===== config.mk =====
export PLATFORM = sky130hd
export DESIGN_NAME = ptm_dither_pwm
export DESIGN_NICKNAME = d
export VERILOG_FILES = /design/src/rtl/ptm_pkg.sv /design/src/rtl/ptm_dither_acc.sv /design/src/rtl/ptm_phase_len.sv /design/src/rtl/ptm_phase_seq.sv /design/src/rtl/ptm_dither_pwm.sv
export SDC_FILE = /design/constraint.sdc
export NUM_CORES = 1
export LEC_CHECK = 0
export BUFFER_PORTS_ARGS = -buffer_cell sky130_fd_sc_hd__buf_4
export CAP_MARGIN = 25
export CORE_MARGIN = 5
export CORE_UTILIZATION = 49
export DETAILED_ROUTE_END_ITERATION = 10
export PLACE_DENSITY = 0.68
export SLEW_MARGIN = 20
export SYNTH_ARGS = -nofsm -noshare
export SYNTH_HDL_FRONTEND = slang
export SYNTH_SLANG_ARGS = --single-unit

===== constraint.sdc =====
create_clock -name clk -period 12 [get_ports clk]
set_input_delay 1.8 -clock clk [delete_from_list [all_inputs] [get_ports clk]]
set_output_delay 1.8 -clock clk [all_outputs]
set_load 0.01 [all_outputs]

===== src/rtl/ptm_pkg.sv =====
// Shared encodings for the dithered PWM timer.
// Assumes: callers compare these enums against 2-bit port values.
package ptm_pkg;

    typedef enum logic [1:0] {
        MODE_ONE  = 2'd0,
        MODE_TWO  = 2'd1,
        MODE_FOUR = 2'd2,
        MODE_DUAL = 2'd3
    } ptm_mode_e;

    typedef enum logic [1:0] {
        DSEL_ON_B    = 2'd0,
        DSEL_ON_AB   = 2'd1,
        DSEL_DEAD_B  = 2'd2,
        DSEL_DEAD_AB = 2'd3
    } ptm_dsel_e;

    typedef enum logic [1:0] {
        PH_DEAD_A = 2'd0,
        PH_ON_A   = 2'd1,
        PH_DEAD_B = 2'd2,
        PH_ON_B   = 2'd3
    } ptm_phase_e;

    localparam int NUM_PHASES = 4;

endpackage


===== src/rtl/ptm_dither_acc.sv =====
// Fractional dither accumulator.
// Adds the step once per timer cycle (on tick_i). The carry out is held as the
// stretch flag for the whole of the next cycle.
// Assumes: tick_i is a single-clock pulse at the cycle end.
module ptm_dither_acc #(
    parameter int DW = 4
) (
    input  logic          clk,
    input  logic          rst_n,
    input  logic          en_i,
    input  logic          tick_i,
    input  logic [DW-1:0] step_i,
    output logic          stretch_o
);
    localparam int SW = DW + 1;

    logic [DW-1:0] acc_q;
    logic          stretch_q;
    logic [SW-1:0] sum;

    // Widened sum so the top bit is the carry.
    always_comb sum = {1'b0, acc_q} + {1'b0, step_i};

    // Accumulate at each cycle end; clear on reset or while disabled.
    always_ff @(posedge clk) begin
        if (!rst_n || !en_i) begin
            acc_q     <= '0;
            stretch_q <= 1'b0;
        end else if (tick_i) begin
            acc_q     <= sum[DW-1:0];
            stretch_q <= sum[SW-1];
        end
    end

    assign stretch_o = stretch_q;

endmodule


===== src/rtl/ptm_phase_len.sv =====
// Phase length calculator.
// Derives the four phase lengths from the compares for the selected mode.
// It then applies the dither: +1 to each selected phase, and -1 to the phase
// after it when the mode keeps the cycle length fixed.
// Assumes: compares are ordered so that every base length is at least 1.
// A zero result is forced to 1.
module ptm_phase_len
    import ptm_pkg::*;
#(
    parameter int CW = 8,
    parameter int LW = CW + 2
) (
    input  logic [1:0]                     mode_i,
    input  logic [1:0]                     sel_i,
    input  logic                           stretch_i,
    input  logic [CW-1:0]                  a_set_i,
    input  logic [CW-1:0]                  a_clr_i,
    input  logic [CW-1:0]                  b_set_i,
    input  logic [CW-1:0]                  b_clr_i,
    output logic [NUM_PHASES-1:0][LW-1:0]  len_o
);
    logic [NUM_PHASES-1:0][LW-1:0] base;
    logic [NUM_PHASES-1:0]         grow;
    logic [NUM_PHASES-1:0]         shrink;
    logic [LW-1:0] as_w, ac_w, bs_w, bc_w;
    logic          four, one_like, dith_on;

    // Widen compares and decode the mode.
    always_comb begin
        as_w     = LW'(a_set_i);
        ac_w     = LW'(a_clr_i);
        bs_w     = LW'(b_set_i);
        bc_w     = LW'(b_clr_i);
        four     = (mode_i == MODE_FOUR);
        one_like = (mode_i == MODE_ONE) || (mode_i == MODE_DUAL);
        dith_on  = stretch_i && (mode_i != MODE_DUAL);
    end

    // Base length of each phase before dithering.
    always_comb begin
        base[PH_DEAD_A] = as_w + LW'(1);
        base[PH_ON_A]   = four ? ac_w + LW'(1) : ac_w - as_w;
        base[PH_DEAD_B] = one_like ? bs_w - ac_w : bs_w + LW'(1);
        base[PH_ON_B]   = four ? bc_w + LW'(1) : bc_w - bs_w;
    end

    // Which phases gain or give back a clock in a stretched cycle.
    always_comb begin
        grow   = '0;
        shrink = '0;
        if (dith_on) begin
            unique case (sel_i)
                DSEL_ON_B: begin
                    grow[PH_ON_B] = 1'b1;
                end
                DSEL_ON_AB: begin
                    grow[PH_ON_A]     = 1'b1;
                    grow[PH_ON_B]     = 1'b1;
                    shrink[PH_DEAD_B] = one_like;
                end
                DSEL_DEAD_B: begin
                    grow[PH_DEAD_B]  = 1'b1;
                    shrink[PH_ON_B]  = !four;
                end
                default: begin
                    grow[PH_DEAD_A]  = 1'b1;
                    grow[PH_DEAD_B]  = 1'b1;
                    shrink[PH_ON_A]  = !four;
                    shrink[PH_ON_B]  = !four;
                end
            endcase
        end
    end

    // Apply the adjustment per phase and keep each length at least one clock.
    for (genvar p = 0; p < NUM_PHASES; p++) begin : g_phase
        logic [LW-1:0] adj;
        always_comb begin
            adj = base[p] + LW'(grow[p]) - LW'(shrink[p]);
            len_o[p] = (adj == '0) ? LW'(1) : adj;
        end
    end

endmodule


===== src/rtl/ptm_phase_seq.sv =====
// Phase sequencer.
// Steps through dead A, on A, dead B and on B, spending len_i[p] clocks in
// each phase, and flags the last clock of on B as the cycle end.
// Assumes: every len_i entry is at least 1 and stays stable during a phase.
module ptm_phase_seq
    import ptm_pkg::*;
#(
    parameter int LW = 10
) (
    input  logic                          clk,
    input  logic                          rst_n,
    input  logic                          en_i,
    input  logic [NUM_PHASES-1:0][LW-1:0] len_i,
    output ptm_phase_e                    phase_o,
    output logic                          last_o
);
    ptm_phase_e    phase_q;
    logic [LW-1:0] cnt_q;
    logic          phase_end;

    // Last clock of the current phase.
    always_comb phase_end = (cnt_q == len_i[phase_q] - LW'(1));

    // Count within a phase, then advance; wrap after on B.
    always_ff @(posedge clk) begin
        if (!rst_n || !en_i) begin
            phase_q <= PH_DEAD_A;
            cnt_q   <= '0;
        end else if (phase_end) begin
            phase_q <= ptm_phase_e'(phase_q + 2'd1);
            cnt_q   <= '0;
        end else begin
            cnt_q   <= cnt_q + LW'(1);
        end
    end

    assign phase_o = phase_q;
    assign last_o  = phase_end && (phase_q == PH_ON_B);

endmodule


===== src/rtl/ptm_dither_pwm.sv =====
// Dithered two-output PWM timer (top).
// Ties together the length calculator, the phase sequencer and the fractional
// dither accumulator. The accumulator updates on the cycle-end clock, so a
// carry stretches the cycle that follows.
// Assumes: compares, mode and select change only while en is low.
module ptm_dither_pwm
    import ptm_pkg::*;
#(
    parameter int CW = 8,
    parameter int DW = 4
) (
    input  logic          clk,
    input  logic          rst_n,
    input  logic          en,
    input  logic [1:0]    mode,
    input  logic [1:0]    dith_sel,
    input  logic [DW-1:0] dith_step,
    input  logic [CW-1:0] a_set_cmp,
    input  logic [CW-1:0] a_clr_cmp,
    input  logic [CW-1:0] b_set_cmp,
    input  logic [CW-1:0] b_clr_cmp,
    output logic          pwm_a,
    output logic          pwm_b,
    output logic          cycle_done
);
    localparam int LW = CW + 2;

    logic [NUM_PHASES-1:0][LW-1:0] len;
    ptm_phase_e                    phase;
    logic                          last;
    logic                          stretch;

    ptm_phase_len #(.CW(CW), .LW(LW)) u_len (
        .mode_i    (mode),
        .sel_i     (dith_sel),
        .stretch_i (stretch),
        .a_set_i   (a_set_cmp),
        .a_clr_i   (a_clr_cmp),
        .b_set_i   (b_set_cmp),
        .b_clr_i   (b_clr_cmp),
        .len_o     (len)
    );

    ptm_phase_seq #(.LW(LW)) u_seq (
        .clk     (clk),
        .rst_n   (rst_n),
        .en_i    (en),
        .len_i   (len),
        .phase_o (phase),
        .last_o  (last)
    );

    ptm_dither_acc #(.DW(DW)) u_acc (
        .clk       (clk),
        .rst_n     (rst_n),
        .en_i      (en),
        .tick_i    (last),
        .step_i    (dith_step),
        .stretch_o (stretch)
    );

    // Outputs decode straight from the registered phase.
    always_comb begin
        pwm_a      = (phase == PH_ON_A);
        pwm_b      = (phase == PH_ON_B);
        cycle_done = last;
    end

endmodule


==> Yosys cells after proc, flatten, opt, wreduce, memory -nomap -nowiden <==
Index checks and enable logic that the tools add are counted.
{ "word_totals": {"inputBits": 43, "mem_bits_ro": 0, "word_cells": 65, "mem_count": 0, "latchBits": 0, "reg_bits": 17, "mem_bits_rw": 0, "out_inout_bits": 3} }
{ "op_classes": {"bitwise_logic": 0, "mul": 0, "add_sub_neg": 18, "muxes": 18, "magnitude_cmp": 1, "n_div": 0, "eq_ne": 8, "shift": 0, "n_reduce_logical": 16} }
{ "op_table": {"columns": ["operator", "count"], "rows": [
  ["two-way mux 10 bit", 8],
  ["adder 10 x 1 -> 10 bit", 4],
  ["zero test 10 bit", 4],
  ["adder 8 x 1 -> 9 bit (second input constant)", 4],
  ["subtractor 10 x 1 -> 10 bit", 3],
  ["subtractor 8 x 8 -> 9 bit", 3],
  ["binary-select mux 10 bit (select 2 bit)", 1],
  ["adder 10 x 1 -> 10 bit (second input constant)", 1],
  ["== test 10 bit", 1],
  ["subtractor 10 x 1 -> 10 bit (second input constant)", 1],
  ["== test 2 bit (second input constant)", 4],
  ["two-way mux 1 bit", 7],
  ["adder 4 x 4 -> 5 bit", 1],
  ["== test 2 x 1 -> 1 bit (second input constant)", 2],
  ["zero test 2 bit", 2],
  ["two-way mux 4 bit", 1],
  ["OR reduction 2 bit", 2],
  ["zero test 1 bit", 3],
  ["< comparator 2 x 3 -> 1 bit (second input constant)", 1],
  ["two-way mux 3 bit", 1],
  ["OR reduction 3 bit", 1],
  ["adder 2 x 1 -> 2 bit (second input constant)", 1],
  ["logical AND 1 bit", 2],
  ["logical OR 1 bit", 2],
  ["!= test 2 bit (second input constant)", 1]
]} }

==> Longest topological paths before layout <==
Gate-level depths: netlist (run 1).
{ "depth": {"depth_word": 13, "mapped_depth": 33} }

==> By module <==
From an unflattened synthesis (run 1), not the netlist that was laid out.
{ "unflattened": {"cells_unflattened": 616, "area_unflattened_um2": 4815.9} }
{ "by_module_without_submodules": {"columns": ["mod", "cells_per_inst", "n_inst", "area_each_um2"], "rows": [
  ["ptm_phase_len", 473, 1, 3380.7],
  ["ptm_phase_seq", 107, 1, 1097.3],
  ["ptm_dither_acc", 34, 1, 321.6],
  ["ptm_dither_pwm", 2, 1, 16.3]
]} }

==> Worst setup path after synthesis (run 1) <==
Ideal clock, no wire load.
{ "synth_path": {"path_type": "input -> output", "start": "input mode[0]", "end": "output cycle_done", "path_buffers": 3, "t_required_ns": 10.200, "slack_ns": 2.362, "cell_stages": 28, "arrival_time_ns": 7.838, "cell_sequence": "inv_1 > ha_1 > clkbuf_1 > clkbuf_1 > clkbuf_1 > mux2_2 > ha_1 > inv_1 > ha_1 > a211oi_1 > o21bai_1 > a21oi_1 > a21oi_1 > o2bb2ai_2 > or4_1 > a2111oi_2 > a41o_2 > a32oi_4 > ha_1 > and2_1 > xor3_1 > nor2_1 > and2_1 > and4_1 > and4_1 > or4_4 > nand3_4 > inv_2"} }
{ "synth_between": {"elab_chain_len": 12} }
{ "synth_lines": {"columns": ["element", "line_no", "text"], "rows": [
  ["start, declared", "ptm_dither_pwm.sv:15", "input logic [1:0] mode,"],
  ["!= test 2 bit, or another cell as far along", "ptm_phase_len.sv:36", "dith_on = stretch_i && (mode_i != MODE_DUAL);"],
  ["logical AND 1 bit, or another cell as far along", "ptm_phase_len.sv:36", null],
  ["two-way mux 4 bit, or another cell as far along", "ptm_phase_len.sv:51", "if (dith_on) begin"],
  ["adder 10 x 1 -> 10 bit or two-way mux 3 bit (tied branches)", "ptm_phase_len.sv:79, ptm_phase_len.sv:51", null],
  ["subtractor 10 x 1 -> 10 bit", "ptm_phase_len.sv:79", "adj = base[p] + LW'(grow[p]) - LW'(shrink[p]);"],
  ["zero test 10 bit", "ptm_phase_len.sv:80", "len_o[p] = (adj == '0) ? LW'(1) : adj;"],
  ["two-way mux 10 bit", "ptm_phase_len.sv:80", null],
  ["binary-select mux 10 bit (select 2 bit) *", "ptm_phase_seq.sv:22", "always_comb phase_end = (cnt_q == len_i[phase_q] - LW'(1));"],
  ["two-way mux 10 bit (not written as such) *", "ptm_phase_seq.sv:22", null],
  ["subtractor 10 x 1 -> 10 bit *", "ptm_phase_seq.sv:22", null],
  ["== test 10 bit *", "ptm_phase_seq.sv:22", null],
  ["logical AND 1 bit *", "ptm_phase_seq.sv:38", "assign last_o = phase_end && (phase_q == PH_ON_B);"],
  ["end, declared", "ptm_dither_pwm.sv:24", "output logic cycle_done"]
]} }
Mark *: on every way between the ends. The rest lies on a longest branch, timed or not. The select of a mux whose other input is x is not followed.

==> Worst setup path after layout (run 1) <==
{ "layout_path": {"start": "input a_set_cmp[0]", "end": "output cycle_done"} }
{ "layout_between": {"elab_chain_len": 11} }
{ "layout_lines": {"columns": ["element", "line_no", "text"], "rows": [
  ["start, declared", "ptm_dither_pwm.sv:18", "input logic [CW-1:0] a_set_cmp,"],
  ["subtractor 8 x 8 -> 9 bit", "ptm_phase_len.sv:42", "base[PH_ON_A] = four ? ac_w + LW'(1) : ac_w - as_w;"],
  ["two-way mux 10 bit", "ptm_phase_len.sv:42", null],
  ["adder 10 x 1 -> 10 bit", "ptm_phase_len.sv:79", null],
  ["subtractor 10 x 1 -> 10 bit", "ptm_phase_len.sv:79", null],
  ["zero test 10 bit", "ptm_phase_len.sv:80", null],
  ["two-way mux 10 bit", "ptm_phase_len.sv:80", null],
  ["binary-select mux 10 bit (select 2 bit) *", "ptm_phase_seq.sv:22", null],
  ["two-way mux 10 bit (not written as such) *", "ptm_phase_seq.sv:22", null],
  ["subtractor 10 x 1 -> 10 bit *", "ptm_phase_seq.sv:22", null],
  ["== test 10 bit *", "ptm_phase_seq.sv:22", null],
  ["logical AND 1 bit *", "ptm_phase_seq.sv:38", null]
]} }
Marks and branches as above.

==> results by group, run 1 <==
Status
  – Outcome: completed

Timing
  – Max Clock Freq: 0.0965 GHz
  – TNS Setup: 0 ps
  – Max Transition Viols Final: 0
  – Slew @ Worst Pin: 787 ps
  – Unrepaired setup endpoints after global routing: false
  – Crit path time final: 10,370 ps
  – Max-slew headroom: a little under half
  – Setup ws final: 1630 ps
  – Final Skew: around 5.0 ps
  – Setup Viol. Count Final: 0
  – Tcrit/Tclk final: a little under nine tenths
  – Final Hold Viols: 0

Layout
  – Commonest cells after routing, fill and taps aside: inv_1 (72), nor2_1 (67), ha_1 (64), nand2_1 (48), buf_4 (46)
  – Layout cells sized above 1: under 10%
  – Layout Cells excl Fill: 950
  – Fillers: 1,118
  – Most common cell after layout, fill and taps aside: inv_1
  – Antenna diode instance count: 0
  – Multi-input gate area: 4920 um2
  – FF/Latch Area: around 340 um2
  – Layout Area Growth over Synthesis: 9.48%
  – Fin nets: 922

Floorplanning
  – Initial Util: 49.6%
  – Full die area: 13,700 um2
  – I/O pin cnt: 46
  – Die height: ~120 um
  – Die W: 117 um
  – Core ar.: around 11,000 um2
  – Row count: 39

Synthesis
  – Asr flop ratio synth: 0%
  – Mapped Nets: 889
  – Post-synth top flop: dfxtp_1
  – Mapped Cells: ~780
  – Distinct cells, synth: 82
  – Post-synth EDFFs: 0
  – Avg Synthesized Cell Area: 7.25 um2
  – Synthesized cell area: 5620 um2
  – #FFs+latches synth: 17
  – Synth warn: 0
  – Register area share after synthesis: 6.06%

Worst setup path
  – Worst R2R Start: u_acc.stretch_o
  – Crit path top cell by count: ha_1
  – Critical Path RT: a little over 10,000 ps
  – Critical path data arrival time: 8570 ps
  – Critical-path cell with the highest stage delay: or4_4
  – Worst setup EP type: primary output
  – Crit Path Max Fanout: 7
  – Critical path origin: a_set_cmp[0]
  – Critical Path Start Type: primary input
  – Crit Path Class: in -> out
  – Max incr delay on CP: 570 ps

Job
  – Total of max-cap violations: 0

Place
  – Port Buffers: 45
  – DP Worst Slack: 1800 ps
  – Detail Placement HPWL: 13.6 mm
  – Inst Count DP: 946
  – RD Place Congestion: between 0.9 and 1

Worst hold path
  – Worst Min Path Start: u_acc.acc_q[0]
  – Worst hold-check path type: reg -> reg

Global routing
  – First-pass GRT wire length: 27.0 mm
  – Global route overflow: 0
  – Vias in the first global route: ~5,700
  – Largest net degree at the start of global routing: 23
  – Gr usage total: 23.9%
  – Met2 Usage GRT: around 42%
  – GR peak layer: met2
  – Met3 usage: 2.01%
  – Initial antenna violation count: 0
  – Global Route met1 Usage: 32.1%

Power
  – Peak supply drop: 0.0000726 V
  – Power Dens Cells: ~84 nW/um2
  – Leakage power: 2.65 nW

Route
  – Residual DRC: 0
  – Remaining antenna violation count: 0
  – Via count: between 5,000 and 6,000
  – Final WL: 16.1 mm
  – Initial drt markers: ~310
  – WL/cell: 16.9 um
  – Via/cell ratio: 6.15
  – Drt pass-1 iters: 5

Clock network
  – Clock sink total: 17
  – Clk slew on worst S/H paths: 50 ps
  – TritonCTS clock tree: done
  – Later-pin clock latency in the skew report: 240 ps
  – Post-CTS Resized: 0
  – Post-CTS setup buffers: 0
  – Htree depth: 1
  – Root buffer cell: clkbuf_16
  – Hold Buf Count CTS: 0
  – Clock Path Buffers: 2
  – TritonCTS buffer count: 3
-- metrics by stage --
stage | total power [W] | instance area, um2 | util, % | hold slack, ps
after floorplan | 0.000353 | 5620 | - | 438
after global placement | 0.000436 | 6070 | 53.7 | 449
after detailed placement | 0.000444 | 6070 | 53.7 | 463
after CTS | 0.000512 | 6150 | 54.4 | 470
after global routing | 0.000563 | 6150 | 54.4 | 503
final | 0.000516 | 6150 | 54.4 | 465
-- synth_stat cells, types with 17 or more instances --
cell type,instances,area (um2)
o21a_1,22,165
nand3_1,30,150
nand2_1,48,180
dfxtp_1,17,340
nor2b_1,20,125
o21ai_0,37,185
a21oi_1,41,205
nor2_1,67,251
xnor2_1,42,368
ha_1,64,801
xor2_1,21,184
inv_1,72,270
nor3_1,26,130
mux2i_1,22,220
-- per-layer routing --
layer	share of wire, %	routed length, um	vias up
met5	0	0	-
met1	45	7240	2707
met2	47	7550	179
met3	5.6	904	29
met4	2.2	358	0
li1	-	-	2930
-- critical path, delay by kind of cell --
kind / cells / cell delay [ps]
AOI/OAI and AO/OA: 9 / 2470
and+or+nand+nor: 10 / 2160
adders and majority gates: 4 / 1230
buffers and inverters: 4 / 620
xor gates and xnor gates: 1 / 280
-- final timing paths --
path         depth (start not counted)              to  slack, ps
max                                 28      cycle_done       1630
min                                  2  u_acc.acc_q[0]        470
max reg2reg                         24  u_acc.acc_q[1]       5500
min reg2reg                          2  u_acc.acc_q[0]        470
-- area by class of cell --
type                    count  share of cell area (%)
well taps                 143                    2.91
inverters                  76                    4.64
multi-input cells         664                    80.0
clock buffers               4                    1.28
repair buffers             46                    5.61
flip-flops and latches     17                    5.53
-- power by group --
| part | leakage (nW) | total [W] | switching (W) | internal (W) |
|---|---|---|---|---|
| logic | 2.48 | 0.000393 | 0.000230 | 0.000163 |
| registers | 0.137 | 0.0000576 | 0.000000692 | 0.0000569 |
| clock network | 0.0382 | 0.0000656 | 0.0000206 | 0.0000450 |
-- cell families after synthesis --
logic type / count (synthesis) / share of synthesized area, %
simple gates: 285 / 26.6
xor+xnor: 64 / 10.2
compound gates: 213 / 27.7
mux: 31 / 6.32
buf+inv: 94 / 6.32
flops: 17 / 6.06
fa+ha+maj: 71 / 16.7
-- flip-flops by register name, summed over array words and instances, names as in the netlist --
name,flops
u_acc.stretch_o,1
u_acc.acc_q,4
u_seq.phase_o,2
u_seq.cnt_q,10
(Power assumes the default switching activity.)
==> run 2, diff against run 1 <==
- BUFFER_PORTS_ARGS: -buffer_cell sky130_fd_sc_hd__buf_4 -> unset
- DONT_BUFFER_PORTS: unset -> 1
- PLACE_DENSITY: 0.68 -> 0.65
- RECOVER_POWER: unset -> 25
==> run 2 against run 1 <==
Clock power grew 2%. Worst setup slack gained 290 ps. Critical path type unchanged. Final area shrank 6.1%. Via count shrank 3.9%. Clock-buffer cell count is the same. Critical endpoint unchanged. Core utilization shrank 3.3 points. Sequential share of layout area grew 0.36 points.
==> results by group, run 2 (synthesized netlist as in run 1, its figures left out) <==
Status
  – Outcome: completed

Timing
  – TNS Setup: 0 ps (unchanged)
  – Max Clock Freq: 0.0993 GHz (+2.9%)
  – Max Transition Viols Final: 0 (unchanged)
  – Max-slew headroom: 20.2% (-27 points)
  – Crit path time final: 10,070 ps (-292 ps)
  – Setup Viol. Count Final: 0 (unchanged)
  – Slew @ Worst Pin: 1190 ps (+401 ps)
  – Tcrit/Tclk final: 84.0% (-2.4 points)
  – Unrepaired setup endpoints after global routing: false
  – Final Skew: 1.25 ps (-3.75 ps)
  – Final Hold Viols: 0 (unchanged)

Clock network
  – Clk slew on worst S/H paths: 50 ps (about the same)
  – Later-pin clock latency in the skew report: 250 ps (about the same)
  – Clock sink total: 17 (unchanged)
  – TritonCTS clock tree: done
  – TritonCTS buffer count: 3 (unchanged)
  – Clock Path Buffers: 2 (unchanged)
  – Root buffer cell: clkbuf_16
  – Htree depth: 1 (unchanged)
  – Post-CTS setup buffers: 0 (unchanged)
  – Post-CTS Resized: 0 (unchanged)
  – Hold Buf Count CTS: 0 (unchanged)

Layout
  – Layout Cells excl Fill: 905 (-4.7%)
  – Antenna diode instance count: 0 (unchanged)
  – Layout cells sized above 1: 3.81% (-5.9 points)
  – Most common cell after layout, fill and taps aside: inv_1
  – Fillers: 1,153 (+3.1%)
  – Layout Area Growth over Synthesis: 2.78%
  – Fin nets: 877 (-4.9%)
  – Commonest cells after routing, fill and taps aside: inv_1 (73), nor2_1 (67), ha_1 (64), nand2_1 (48), xnor2_1 (42)
  – Reg with most FFs: u_seq.cnt_q
  – Max reg flops: 10 (unchanged)

Route
  – Initial drt markers: 380 (+22%)
  – Drt pass-1 iters: 5 (unchanged)
  – Via/cell ratio: 6.21 (+0.90%)
  – Remaining antenna violation count: 0 (unchanged)
  – Via count: 5,618 (-3.9%)
  – WL/cell: 17.3 um (+2.1%)
  – Final WL: 15.6 mm (-2.7%)
  – Residual DRC: 0 (unchanged)

Power
  – Leakage power: 2.43 nW (-8.4%)
  – Peak supply drop: 0.0000472 V (-35%)
  – Power Dens Cells: 85.8 nW/um2 (+2.2%)

Floorplanning
  – Core ar.: 11,300 um2 (unchanged)
  – Row count: 39 (unchanged)
  – Full die area: 13,700 um2 (unchanged)
  – Die height: 117 um (unchanged)
  – Die W: 117 um (unchanged)
  – I/O pin cnt: 46 (unchanged)
  – Initial Util: 49.6% (unchanged)

Worst setup path
  – Worst setup EP type: primary output
  – Crit Path Class: in -> out
  – Critical Path RT: 10,200 ps (about the same)
  – Crit Path Max Fanout: 7 (unchanged)
  – Critical path data arrival time: 8270 ps (-300 ps)
  – Critical Path Start Type: primary input

Place
  – Inst Count DP: 901 (-4.8%)
  – RD Place Congestion: 0.937 (+0.87%)
  – Detail Placement HPWL: 13.1 mm (-3.7%)
  – Port Buffers: 0 (-100%)

Global routing
  – Initial antenna violation count: 0 (unchanged)
  – Gr usage total: 23.3% (-0.62 points)
  – Largest net degree at the start of global routing: 23 (unchanged)
  – Vias in the first global route: 5,532 (-3.2%)
  – First-pass GRT wire length: 26.2 mm (-2.9%)
  – Global route overflow: 0 (unchanged)

Job
  – Total of max-cap violations: 0 (unchanged)

Worst hold path
  – Worst hold-check path type: reg -> reg
[run 2: final timing paths]
kind / startpoint / endpoint / slack [ps] / cells past startpoint
worst max-delay path: a_clr_cmp[0] / cycle_done / 1930 / 27
worst min-delay path: u_acc.acc_q[0] / u_acc.acc_q[0] / 460 / 2
worst max register to register: u_acc.stretch_o / u_seq.cnt_q[2] / 4980 / 24
worst min register to register: u_acc.acc_q[0] / u_acc.acc_q[0] / 460 / 2
[run 2: final cells by class]
class,instances,area [um2],share of cell area (%)
multi-input cells,664,4890,84.6
flip-flops and latches,17,340,5.89
inverters,76,285,4.94
well taps,143,179,3.10
clock buffers,4,78.8,1.36
repair buffers,1,7.51,0.130
[run 2: per-stage QoR]
stage | total power (W) | util (%) | hold slack (ps) | area (um2) | worst slack [ps]
finish | 0.000495 | 51.0 | 464 | 5780 | 1930
global route | 0.000543 | 51.0 | 490 | 5780 | 1410
CTS | 0.000494 | 51.4 | 467 | 5820 | 2070
detailed placement | 0.000423 | 50.7 | 459 | 5740 | 2100
global placement | 0.000419 | 50.7 | 447 | 5740 | 2200
floorplan | 0.000353 | - | 438 | 5620 | 2360
[run 2: routing by layer]
layer / vias up / global-route usage [%] / wire length [um] / share of wire [%]
met3: 27 / 2.88 / 870 / 5.6
li1: 2834 / - / - / -
met4: 0 / 5.43 / 378 / 2.4
met1: 2603 / 31.2 / 7150 / 46
met5: - / 0 / 0 / 0
met2: 154 / 40.2 / 7220 / 46
[run 2: critical path, stage by stage]
cell       delay (ps)
inv_1              20
ha_1              200
fa_1              400
nand2b_1          190
a211oi_1          310
o21a_1            250
o31a_1            280
clkinv_1          260
ha_1              310
nor2b_1           170
or2_2             290
a2111oi_0         420
a2111o_1          190
o311ai_0          200
a211oi_1          250
a311o_1           320
a32oi_1           210
ha_1              330
and2_1            170
xor3_1            280
nor2_1             60
and2_1            170
and4_1            190
and4_1            200
or4_4             560
nand3_4           130
inv_2              80
[run 2: power by group]
| part | switching, W | total (W) | internal [W] | leakage [nW] |
|---|---|---|---|---|
| Sequential | 0.000000705 | 0.0000576 | 0.0000569 | 0.137 |
| Clock | 0.0000219 | 0.0000670 | 0.0000451 | 0.0382 |
| Combinational | 0.000217 | 0.000371 | 0.000154 | 2.25 |
| Total | 0.000240 | 0.000495 | 0.000256 | 2.43 |
